==> config.mk <==
export PLATFORM = sky130hd
export DESIGN_NAME = serial_tx_inject
export DESIGN_NICKNAME = d
export VERILOG_FILES = /design/src/rtl/txi_pkg.sv /design/src/rtl/txi_fifo.sv /design/src/rtl/txi_regs.sv /design/src/rtl/txi_shifter.sv /design/src/rtl/serial_tx_inject.sv
export SDC_FILE = /design/constraint.sdc
export NUM_CORES = 1
export LEC_CHECK = 0
export ABC_AREA = 1
export ABC_CLOCK_PERIOD_IN_PS = 2700
export BUFFER_PORTS_ARGS = -buffer_cell sky130_fd_sc_hd__buf_2
export CORE_AREA = 2 2 164 166
export DETAILED_ROUTE_END_ITERATION = 7
export DIE_AREA = 0 0 166 168
export HOLD_SLACK_MARGIN = 0.06
export PLACE_DENSITY = 0.52
export SYNTH_ARGS = -nofsm -noshare
export SYNTH_HDL_FRONTEND = slang
export SYNTH_SLANG_ARGS = --single-unit
==> constraint.sdc <==
create_clock -name clk -period 2.7 [get_ports clk]
set_input_delay 0.54 -clock clk [delete_from_list [all_inputs] [get_ports clk]]
set_output_delay 0.54 -clock clk [all_outputs]
set_load 0.005 [all_outputs]
==> src/rtl/txi_pkg.sv <==
package txi_pkg;
  localparam int unsigned BYTE_W       = 8;
  localparam int unsigned DATA_BITS    = 8;
  localparam int unsigned NUM_SPC      = 4;
  localparam int unsigned CMD_SEND_BIT = 3;
  localparam int unsigned ADR_CMD      = 0;
  localparam int unsigned ADR_SPC0     = 1;
  localparam int unsigned ADR_STAT     = 5;

  typedef logic [BYTE_W-1:0] byte_t;

  typedef enum logic [1:0] {
    SH_IDLE,
    SH_START,
    SH_DATA,
    SH_STOP
  } sh_state_e;
endpackage

==> src/rtl/txi_fifo.sv <==
module txi_fifo #(
  parameter int unsigned DEPTH = 16,
  parameter int unsigned WIDTH = 8
) (
  input  logic             clk,
  input  logic             rst,
  input  logic             wr_en,
  input  logic [WIDTH-1:0] wr_data,
  input  logic             rd_en,
  output logic [WIDTH-1:0] head,
  output logic             avail,
  output logic             full
);
  localparam int unsigned PTR_W = (DEPTH > 1) ? $clog2(DEPTH) : 1;
  localparam int unsigned CNT_W = $clog2(DEPTH + 1);
  localparam logic [CNT_W-1:0] CNT_MAX  = CNT_W'(DEPTH);
  localparam logic [PTR_W-1:0] PTR_LAST = PTR_W'(DEPTH - 1);

  logic [WIDTH-1:0] mem_q [DEPTH];
  logic [PTR_W-1:0] wr_ptr_q, rd_ptr_q;
  logic [CNT_W-1:0] cnt_q, cnt_d;
  logic             push, pop;

  function automatic logic [PTR_W-1:0] ptr_inc(input logic [PTR_W-1:0] p);
    return (p == PTR_LAST) ? '0 : p + 1'b1;
  endfunction

  assign push = wr_en && (cnt_q != CNT_MAX);
  assign pop  = rd_en && (cnt_q != '0);

  always_comb begin
    cnt_d = cnt_q;
    if (push && !pop) cnt_d = cnt_q + 1'b1;
    else if (pop && !push) cnt_d = cnt_q - 1'b1;
  end

  // storage without reset, registered read: block RAM friendly
  always_ff @(posedge clk) begin
    if (push) mem_q[wr_ptr_q] <= wr_data;
    head <= mem_q[rd_ptr_q];
  end

  always_ff @(posedge clk) begin
    if (rst) begin
      wr_ptr_q <= '0;
      rd_ptr_q <= '0;
      cnt_q    <= '0;
      avail    <= 1'b0;
      full     <= 1'b0;
    end else begin
      if (push) wr_ptr_q <= ptr_inc(wr_ptr_q);
      if (pop)  rd_ptr_q <= ptr_inc(rd_ptr_q);
      cnt_q <= cnt_d;
      // lags the count by one cycle so head has been refreshed
      avail <= (cnt_q != '0);
      full  <= (cnt_d == CNT_MAX);
    end
  end

  AST_NO_OVERFLOW: assert property (@(posedge clk) disable iff (rst) cnt_q <= CNT_MAX);
  AST_NO_UNDERFLOW: assert property (@(posedge clk) disable iff (rst) rd_en |-> (cnt_q != '0));
  AST_FULL_BLOCKS: assert property (@(posedge clk) disable iff (rst) (full && wr_en && !rd_en) |=> $stable(wr_ptr_q));
endmodule

==> src/rtl/txi_regs.sv <==
module txi_regs
  import txi_pkg::*;
#(
  parameter int unsigned ADDR_W = 3
) (
  input  logic              clk,
  input  logic              rst,
  input  logic              host_wr,
  input  logic [ADDR_W-1:0] host_addr,
  input  byte_t             host_wdata,
  output byte_t             host_rdata,
  input  logic              spc_take,
  output logic              spc_req,
  output byte_t             spc_byte,
  output logic              err_pulse
);
  localparam int unsigned SEL_W = $clog2(NUM_SPC + 1);

  byte_t            cmd_q;
  byte_t            spc_q [NUM_SPC];
  logic             wr_cmd, bad_wr;
  logic [SEL_W-1:0] sel;

  function automatic logic sel_ok(input logic [SEL_W-1:0] c);
    return (c != '0) && (c <= SEL_W'(NUM_SPC));
  endfunction

  assign wr_cmd = host_wr && (host_addr == ADDR_W'(ADR_CMD));
  assign bad_wr = wr_cmd && host_wdata[CMD_SEND_BIT] && !sel_ok(host_wdata[SEL_W-1:0]);
  assign sel    = cmd_q[SEL_W-1:0];
  // only valid selections are ever stored with the send bit set
  assign spc_req = cmd_q[CMD_SEND_BIT];

  always_comb begin
    spc_byte = '0;
    for (int i = 0; i < NUM_SPC; i++) begin
      if (sel == SEL_W'(i + 1)) spc_byte = spc_q[i];
    end
  end

  always_ff @(posedge clk) begin
    if (rst) begin
      cmd_q     <= '0;
      err_pulse <= 1'b0;
    end else begin
      err_pulse <= bad_wr;
      if (wr_cmd)        cmd_q <= bad_wr ? '0 : host_wdata;
      else if (spc_take) cmd_q <= '0;
    end
  end

  always_ff @(posedge clk) begin
    if (rst) begin
      for (int i = 0; i < NUM_SPC; i++) spc_q[i] <= '0;
    end else if (host_wr) begin
      for (int i = 0; i < NUM_SPC; i++) begin
        if (host_addr == ADDR_W'(ADR_SPC0 + i)) spc_q[i] <= host_wdata;
      end
    end
  end

  always_ff @(posedge clk) begin
    if (rst) begin
      host_rdata <= '0;
    end else begin
      host_rdata <= '0;
      if (host_addr == ADDR_W'(ADR_CMD)) host_rdata <= cmd_q;
      if (host_addr == ADDR_W'(ADR_STAT)) host_rdata <= {{(BYTE_W-1){1'b0}}, cmd_q[CMD_SEND_BIT]};
      for (int i = 0; i < NUM_SPC; i++) begin
        if (host_addr == ADDR_W'(ADR_SPC0 + i)) host_rdata <= spc_q[i];
      end
    end
  end

  AST_CMD_CLEARS: assert property (@(posedge clk) disable iff (rst) (spc_take && !wr_cmd) |=> (cmd_q == '0));
  AST_ERR_NO_SEND: assert property (@(posedge clk) disable iff (rst) err_pulse |-> !spc_req);
  AST_PEND_HOLDS: assert property (@(posedge clk) disable iff (rst) (spc_req && !spc_take && !host_wr) |=> spc_req);
endmodule

==> src/rtl/txi_shifter.sv <==
module txi_shifter
  import txi_pkg::*;
(
  input  logic  clk,
  input  logic  rst,
  input  logic  baud_tick,
  input  logic  spc_req,
  input  byte_t spc_byte,
  input  logic  fifo_avail,
  input  byte_t fifo_byte,
  output logic  spc_take,
  output logic  fifo_pop,
  output logic  tx
);
  localparam int unsigned BIT_W = $clog2(DATA_BITS);
  localparam logic [BIT_W-1:0] BIT_LAST = BIT_W'(DATA_BITS - 1);

  sh_state_e        st_q;
  byte_t            sr_q;
  logic [BIT_W-1:0] bit_q;
  logic             at_bound, load;

  // a character boundary is an idle tick or the tick that ends a stop bit
  assign at_bound = baud_tick && ((st_q == SH_IDLE) || (st_q == SH_STOP));
  assign spc_take = at_bound && spc_req;
  assign fifo_pop = at_bound && !spc_req && fifo_avail;
  assign load     = spc_take || fifo_pop;

  always_ff @(posedge clk) begin
    if (rst) begin
      st_q  <= SH_IDLE;
      sr_q  <= '0;
      bit_q <= '0;
      tx    <= 1'b1;
    end else if (baud_tick) begin
      case (st_q)
        SH_IDLE, SH_STOP: begin
          if (load) begin
            sr_q <= spc_take ? spc_byte : fifo_byte;
            tx   <= 1'b0;
            st_q <= SH_START;
          end else begin
            tx   <= 1'b1;
            st_q <= SH_IDLE;
          end
        end
        SH_START: begin
          tx    <= sr_q[0];
          sr_q  <= sr_q >> 1;
          bit_q <= '0;
          st_q  <= SH_DATA;
        end
        SH_DATA: begin
          if (bit_q == BIT_LAST) begin
            tx   <= 1'b1;
            st_q <= SH_STOP;
          end else begin
            tx    <= sr_q[0];
            sr_q  <= sr_q >> 1;
            bit_q <= bit_q + 1'b1;
          end
        end
        default: begin
          tx   <= 1'b1;
          st_q <= SH_IDLE;
        end
      endcase
    end
  end

  AST_START_LOW: assert property (@(posedge clk) disable iff (rst) load |=> !tx);
  AST_STOP_HIGH: assert property (@(posedge clk) disable iff (rst) (st_q == SH_STOP) |-> tx);
  AST_HOLD_BETWEEN_TICKS: assert property (@(posedge clk) disable iff (rst) !baud_tick |=> $stable(tx));
endmodule

==> src/rtl/serial_tx_inject.sv <==
module serial_tx_inject
  import txi_pkg::*;
#(
  parameter int unsigned ADDR_W = 3,
  parameter int unsigned DEPTH  = 16
) (
  input  logic              clk,
  input  logic              rst,
  input  logic              baud_tick,
  input  logic              host_wr,
  input  logic [ADDR_W-1:0] host_addr,
  input  logic [7:0]        host_wdata,
  output logic [7:0]        host_rdata,
  input  logic              fifo_wr,
  input  logic [7:0]        fifo_wdata,
  output logic              fifo_full,
  output logic              tx_out,
  output logic              cmd_err
);
  byte_t head_byte, spc_byte;
  logic  head_avail, fifo_pop, spc_req, spc_take;

  txi_fifo #(.DEPTH(DEPTH), .WIDTH(BYTE_W)) u_fifo (
    .clk     (clk),
    .rst     (rst),
    .wr_en   (fifo_wr),
    .wr_data (fifo_wdata),
    .rd_en   (fifo_pop),
    .head    (head_byte),
    .avail   (head_avail),
    .full    (fifo_full)
  );

  txi_regs #(.ADDR_W(ADDR_W)) u_regs (
    .clk        (clk),
    .rst        (rst),
    .host_wr    (host_wr),
    .host_addr  (host_addr),
    .host_wdata (host_wdata),
    .host_rdata (host_rdata),
    .spc_take   (spc_take),
    .spc_req    (spc_req),
    .spc_byte   (spc_byte),
    .err_pulse  (cmd_err)
  );

  txi_shifter u_shift (
    .clk        (clk),
    .rst        (rst),
    .baud_tick  (baud_tick),
    .spc_req    (spc_req),
    .spc_byte   (spc_byte),
    .fifo_avail (head_avail),
    .fifo_byte  (head_byte),
    .spc_take   (spc_take),
    .fifo_pop   (fifo_pop),
    .tx         (tx_out)
  );

  AST_SPC_BEFORE_FIFO: assert property (@(posedge clk) disable iff (rst) fifo_pop |-> !spc_req);
  AST_TAKE_ON_TICK: assert property (@(posedge clk) disable iff (rst) (spc_take || fifo_pop) |-> baud_tick);
endmodule

==> results of run 1 <==
worst paths after layout:
path                          from            endpoint  slack, ns
hold reg to reg   u_shift.bit_q[0]    u_shift.bit_q[0]       0.46
setup / recovery   u_fifo.cnt_q[0]  u_fifo.mem_q[5][4]       0.36
setup reg to reg   u_fifo.cnt_q[0]  u_fifo.mem_q[5][4]       0.36
hold / removal       host_wdata[5]     u_regs.cmd_q[5]       0.27
logic make-up (layout without fill, tap and decap cells):
group	Yosys count	count (layout)
adders and majority gates	11	11
xor gates and xnor gates	4	4
buffers and inverters	91	167
AOI/OAI and AO/OA	179	179
and+or+nand+nor	379	379
DFF	214	214
placed cells by master, fill, tap and decap left out:
cell / instances
nand2_1: 162
edfxtp_1: 160
nor2_1: 142
o21ai_0: 95
dfxtp_1: 53
inv_1: 52
nand3_1: 44
a21oi_1: 37
buf_2: 34
buf_4: 30
clkbuf_16: 25
o22ai_1: 21
nand4_1: 12
o221ai_1: 11
ha_1: 11
a31oi_1: 7
o211ai_1: 6
clkinv_1: 5
clkbuf_1: 5
nand2_2: 4
nor3_1: 4
xor2_1: 4
clkinv_2: 4
clkbuf_8: 4
nor2_2: 3
bufinv_16: 3
nor3_2: 2
nand3_2: 2
inv_2: 1
nor2_4: 1
inv_4: 1
o21a_1: 1
nand3b_1: 1
or2_2: 1
o311ai_0: 1
nor4_1: 1
inv_16: 1
inv_8: 1
buf_12: 1
dfxtp_2: 1
Yosys cell counts, drive strengths merged:
cell	instances
o21a	1
dfxtp	54
nand3	46
inv	54
nand3b	1
a21oi	37
nor2	146
o21ai	95
nor4	1
edfxtp	160
nor3	6
o221ai	11
nand2	166
xor2	4
or2	1
clkbuf	30
buf	4
ha	11
o311ai	1
o211ai	6
o22ai	21
a31oi	7
nand4	12
clkinv	3
state kept, by name, summed over array words and instances (netlist names), 3 cells and up:
| signal | count |
|---|---|
| u_shift.sr_q | 8 |
| u_regs.spc_q | 32 |
| u_regs.cmd_q | 8 |
| u_fifo.rd_ptr_q | 4 |
| u_regs.host_rdata | 8 |
| u_shift.bit_q | 3 |
| u_fifo.wr_ptr_q | 4 |
| u_fifo.mem_q | 128 |
| u_fifo.head | 8 |
| u_fifo.cnt_q | 5 |
final cells by class:
| class | count | area [sq um] |
|---|---|---|
| fillers | 2575 | 15800 |
| flip-flops and latches | 214 | 5890 |
| multi-input cells | 573 | 2740 |
| clock buffers | 34 | 699 |
| well taps | 341 | 427 |
| repair buffers | 65 | 415 |
| inverters | 57 | 218 |
| clock inverters | 11 | 148 |
power groups by stage:
stage / registers [mW] / logic, mW / clock network (mW)
final: 3.80 / 1.06 / 3.43
after global routing: 3.83 / 1.20 / 3.65
after CTS: 3.81 / 1.07 / 3.50
after detailed placement: 3.87 / 1.07 / 0
after global placement: 3.87 / 1.07 / 0
after floorplan: 3.85 / 0.691 / 0
metal layers:
layer	up-vias	global-route usage
li1	3175	-
met1	3017	0.226
met2	160	0.245
met3	32	0.0266
met4	0	0.0457
met5	-	0
worst max-delay path, cell delays in order (launching register included):
cell     delay [ns]
dfxtp_1        0.35
inv_1          0.09
ha_1           0.24
nand3_1        0.13
nand2_2        0.14
inv_1          0.30
nand2_1        0.18
nor2_1         0.55
==> impl_metrics.json, run 1 <==
{
  "grt_max_degree": 68,
  "synthSimpleGateAreaFrac": 0.175,
  "critical_path_class": "reg2reg",
  "fin_total_pwr_mw": 8.29,
  "yosys_warnings": 0,
  "final_cells": 1295,
  "viasPerCell": 4.93,
  "startpoint_type": "flop",
  "clock_latency_ns": 0.53,
  "slew_viol_final": 0,
  "crit_fanout": 11,
  "final_util": 0.400,
  "cts-buffers-inserted": 25,
  "clkSlewWorstSetupHoldPaths_ns": 0.06,
  "power_frac_clock": 0.413,
  "leakagePower_nw": 3.93,
  "cts_resized": 0,
  "synth_top_family_by_area": "simple AND/OR/NAND/NOR gates",
  "die_w_um": 166,
  "arrival_ns": 2.50,
  "cts_tree": "yes",
  "dpl_cell_area_sq_um": 9680,
  "first_global_vias": 6201,
  "finalNetCount": 971,
  "post-cts-setup-buffers": 0,
  "rsz0062_at_grt": "false",
  "wl_met2_um": 9840,
  "track_usage": 0.157,
  "route.detailed.drc": 0,
  "gr-total-overflow": 0,
  "fin_setup_tns_ns": 0,
  "netlist_top_cells_area": "edfxtp_1 53%, dfxtp_1 12%, nand2_1 6.8%",
  "finalHoldViolCount": 0,
  "grt_pass1_wl_um": 34900,
  "syn_inst": 878,
  "place_inst": 1250,
  "drt_pass1_iterations": 5,
  "gp_congestion": 0.784,
  "rr_worst_depth": 7,
  "num_rows": 60,
  "yosysTopAreaCellShare": 0.535,
  "relSlewSlack": 0.298,
  "worstMarginPinSlew_ns": 1.04,
  "swShare": 0.258,
  "finClkSkew_ns": 0.0129,
  "setup_ws_ns": 0.359,
  "topRoutingLayerUsed": "met4",
  "synth_xor_area_frac": 0.00390,
  "clock-root-buffer": "clkbuf_16",
  "internal_power_mw": 6.16,
  "die_h_um": 168,
  "seq_area_frac_synth": 0.655,
  "cap_viol_max_count": 0,
  "hpwl_um": 14500,
  "drtAntennaViolNets": 0,
  "synth_cell_types": 34,
  "ys_ff_latch": 214,
  "wl_met1_um": 10500,
  "max_freq_ghz": 0.427,
  "drive_above_1_share": 0.125,
  "syn_nets": 913,
  "clk_path_buf_depth": 3,
  "core_area_sq_um": 26400,
  "synth.largest_area_cell": "edfxtp_1",
  "outcome": "finished, final reports clean",
  "antennaDiodeCount": 0,
  "synthesis.area_sq_um": 8980,
  "dieArea_sq_um": 27900,
  "routed_wl_um": 22000,
  "clock-sinks": 214,
  "hp-class": "in2reg",
  "num_vias": 6384,
  "p_comb_frac": 0.128,
  "peakVddDrop_uv": 407,
  "synth_area_per_cell_sq_um": 10.2,
  "synth_compound_area_frac": 0.111,
  "met3_length_um": 1160,
  "muxShareOfSynthArea": 0,
  "period_needed_ns": 2.34,
  "crit_required_ns": 2.86,
  "holdWs_ns": 0.273,
  "avgRoutedWirePerCell_um": 17.0,
  "pre_cts_ws_ns": 0.350,
  "powerDensity_nw_per_um2": 788,
  "seqPwrFrac": 0.459,
  "whs_path_depth": 3,
  "start_util": 0.341,
  "post-route-period-util": 0.867,
  "design_area_sq_um": 10500,
  "switching_power_mw": 2.14,
  "drtIter0Drc": 595,
  "antenna_found_initial": 0,
  "cts_hold_buf": 0,
  "io_pins": 35,
  "end_kind": "flop",
  "synthToLayoutAreaGrowth_pct": 17.2,
  "setup_viol": 0,
  "io_buffers": 34,
  "synthAdderAreaFrac": 0.0153,
  "htree_levels": 1
}
Note: power is estimated with default switching activity, not from simulation.
==> run 2, diff against run 1 <==
--- a/config.mk
+++ b/config.mk
@@ -8,11 +8,13 @@
 export ABC_AREA = 1
 export ABC_CLOCK_PERIOD_IN_PS = 2700
 export BUFFER_PORTS_ARGS = -buffer_cell sky130_fd_sc_hd__buf_2
-export CORE_AREA = 2 2 164 166
+export CORE_AREA = 2 2 126 128
 export DETAILED_ROUTE_END_ITERATION = 7
-export DIE_AREA = 0 0 166 168
+export DIE_AREA = 0 0 128 130
+export GPL_TIMING_DRIVEN = 0
 export HOLD_SLACK_MARGIN = 0.06
-export PLACE_DENSITY = 0.52
+export PLACE_DENSITY = 0.78
+export SETUP_SLACK_MARGIN = 0.02
 export SYNTH_ARGS = -nofsm -noshare
 export SYNTH_HDL_FRONTEND = slang
 export SYNTH_SLANG_ARGS = --single-unit
==> run 2 against run 1 <==
  * Clock power down 11%
  * Non-clock buffer count grew 3
  * Register-to-register slack worse by 0.16 ns
  * Final area down 3.8%
  * Sequential share of layout area increased by 2.2 points
  * Global-route usage rose by 9.6 points
  * Fmax shrank 6.4%
  * Clock-buffer cell count shrank 10
  * Die area down 40%
  * Critical path type unchanged
  * Largest cell class unchanged
==> impl_metrics.json, run 2 (same netlist as run 1, synthesis figures left out) <==
{
  "outcome": "finished, final reports clean",
  "die_h_um": 130,
  "clk_path_buf_depth": 3,
  "hpwl_um": 13900,
  "startpoint_type": "flop",
  "crit_required_ns": 2.81,
  "arrival_ns": 2.61,
  "fillCellCount": 1166,
  "grt_pass1_wl_um": 32300,
  "dpl_cell_area_sq_um": 9390,
  "cp_top_family": "simple AND/OR/NAND/NOR gates",
  "critical-path-max-stage-delay_ns": 0.71,
  "drtAntennaViolNets": 0,
  "reg.largest.list": "u_fifo.mem_q: 128 flops, u_regs.spc_q: 32 flops",
  "track_usage": 0.254,
  "post-cts-setup-buffers": 0,
  "largest_reg_flops": 128,
  "seqPwrFrac": 0.481,
  "synthToLayoutAreaGrowth_pct": 12.7,
  "swShare": 0.260,
  "routed_wl_um": 21300,
  "max_freq_ghz": 0.400,
  "final_common_cell": "nand2_1",
  "switching_power_mw": 2.06,
  "htree_levels": 1,
  "clock_latency_ns": 0.50,
  "cpMostUsedCell": "inv_1",
  "first_global_vias": 6185,
  "finClkSkew_ns": 0.0190,
  "setup_viol": 0,
  "final_util": 0.657,
  "grt_max_degree": 17,
  "p_comb_frac": 0.134,
  "gp_congestion": 0.908,
  "die_w_um": 128,
  "crit_chain": "inv_1 > ha_1 > nand3_1 > nand2_2 > inv_1 > buf_4 > nand2_1 > nor2_1",
  "powerDensity_nw_per_um2": 783,
  "hp-class": "in2reg",
  "peakVddDrop_uv": 583,
  "cap_viol_max_count": 0,
  "period_needed_ns": 2.50,
  "antenna_found_initial": 0,
  "avgRoutedWirePerCell_um": 18.6,
  "critical_path.slowest_cell": "nor2_1",
  "critical_path_class": "reg2reg",
  "post-route-period-util": 0.927,
  "io_pins": 35,
  "clock-sinks": 214,
  "final_cell_mix": "162 x nand2_1, 160 x edfxtp_1, 142 x nor2_1, 95 x o21ai_0, 54 x dfxtp_1",
  "finalHoldViolCount": 0,
  "antennaDiodeCount": 0,
  "drtIter0Drc": 831,
  "core_area_sq_um": 15400,
  "rsz0062_at_grt": "false",
  "internal_power_mw": 5.87,
  "crit_buf_inv": 3,
  "viasPerCell": 5.96,
  "crit_fanout": 10,
  "dieArea_sq_um": 16600,
  "drive_above_1_share": 0.0937,
  "relSlewSlack": 0.261,
  "io_buffers": 33,
  "end_kind": "flop",
  "fin_total_pwr_mw": 7.93,
  "worstMarginPinSlew_ns": 1.10,
  "finalNetCount": 971,
  "start_util": 0.582,
  "drt_pass1_iterations": 6,
  "slew_viol_final": 0,
  "cts-buffers-inserted": 22,
  "route.detailed.drc": 0,
  "num_vias": 6805,
  "clock-root-buffer": "clkbuf_16",
  "regMostFlops": "u_fifo.mem_q",
  "cts_tree": "yes",
  "gr-total-overflow": 0,
  "power_frac_clock": 0.385,
  "leakagePower_nw": 3.75,
  "design_area_sq_um": 10100,
  "num_rows": 46,
  "clkSlewWorstSetupHoldPaths_ns": 0.06
}
[run 2: cell count changes in the layout (fill, tap and decap cells not counted), sizes merged]
| cell | delta |
|---|---|
| clkinv | +1 |
| clkinvlp | +3 |
| buf | -28 |
| clkbuf | +21 |
| inv | -1 |
[run 2: cell type report]
class / count / area (sq um) / share of cell area
Sequential cell: 214 / 5890 / 0.581
Buffer: 34 / 143 / 0.0141
Multi-Input combinational cell: 573 / 2740 / 0.271
Inverter: 57 / 218 / 0.0215
Tap cell: 192 / 240 / 0.0237
Clock buffer: 24 / 579 / 0.0572
Timing Repair Buffer: 34 / 170 / 0.0168
Clock inverter: 14 / 150 / 0.0148
[run 2: routing by layer]
| layer | up-vias | GRT usage | part of all wire |
|---|---|---|---|
| met1 | 3190 | 0.360 | 0.41 |
| met5 | - | 0 | 0 |
| li1 | 3180 | - | - |
| met4 | 0 | 0.0789 | 0.026 |
| met2 | 392 | 0.410 | 0.47 |
| met3 | 43 | 0.0394 | 0.10 |
[run 2: power by group through the flow]
stage          combinational (mW)  clock [mW]  sequential [mW]
5_1_grt                      1.18        3.20             3.83
3_5_place_dp                 1.03           0             3.88
4_1_cts                      1.04        3.09             3.81
3_3_place_gp                 1.00           0             3.87
6_report                     1.06        3.06             3.81
2_1_floorplan               0.691           0             3.85
[run 2: final timing paths]
| check | cells past startpoint | from | slack [ns] | endpoint |
|---|---|---|---|---|
| hold / removal | 2 | rst | 0.29 | u_regs.err_pulse |
| setup / recovery | 8 | u_fifo.cnt_q[0] | 0.20 | u_fifo.mem_q[11][2] |
| setup reg to reg | 8 | u_fifo.cnt_q[0] | 0.20 | u_fifo.mem_q[11][2] |
| hold reg to reg | 1 | u_shift.bit_q[0] | 0.46 | u_shift.bit_q[0] |
[run 2: per-stage QoR]
| step | TNS, ns | hold WS, ns | setup WS (ns) | std cells |
|---|---|---|---|---|
| after floorplan | 0 | 0.429 | 0.556 | 878 |
| after global placement | -1.13 | 0.451 | -0.142 | 1103 |
| after detailed placement | -1.60 | 0.461 | -0.200 | 1103 |
| after CTS | 0 | 0.281 | 0.191 | 1141 |
| after global routing | 0 | 0.298 | 0.0753 | 1142 |
| final | 0 | 0.288 | 0.198 | 1142 |
[run 2: timing repair]
item,4_1_cts,5_1_grt
hold buffers,0,0
resized for setup,1,0
endpoints found under the setup margin,8,0
[run 2: worst register-to-register path, delay by kind of cell, from the launching register on]
family / cells / cell delay, ns
adder cells (fa/ha/maj): 1 / 0.24
buffers and inverters: 3 / 0.36
flip-flops: 1 / 0.36
AND/OR/NAND/NOR: 4 / 1.15
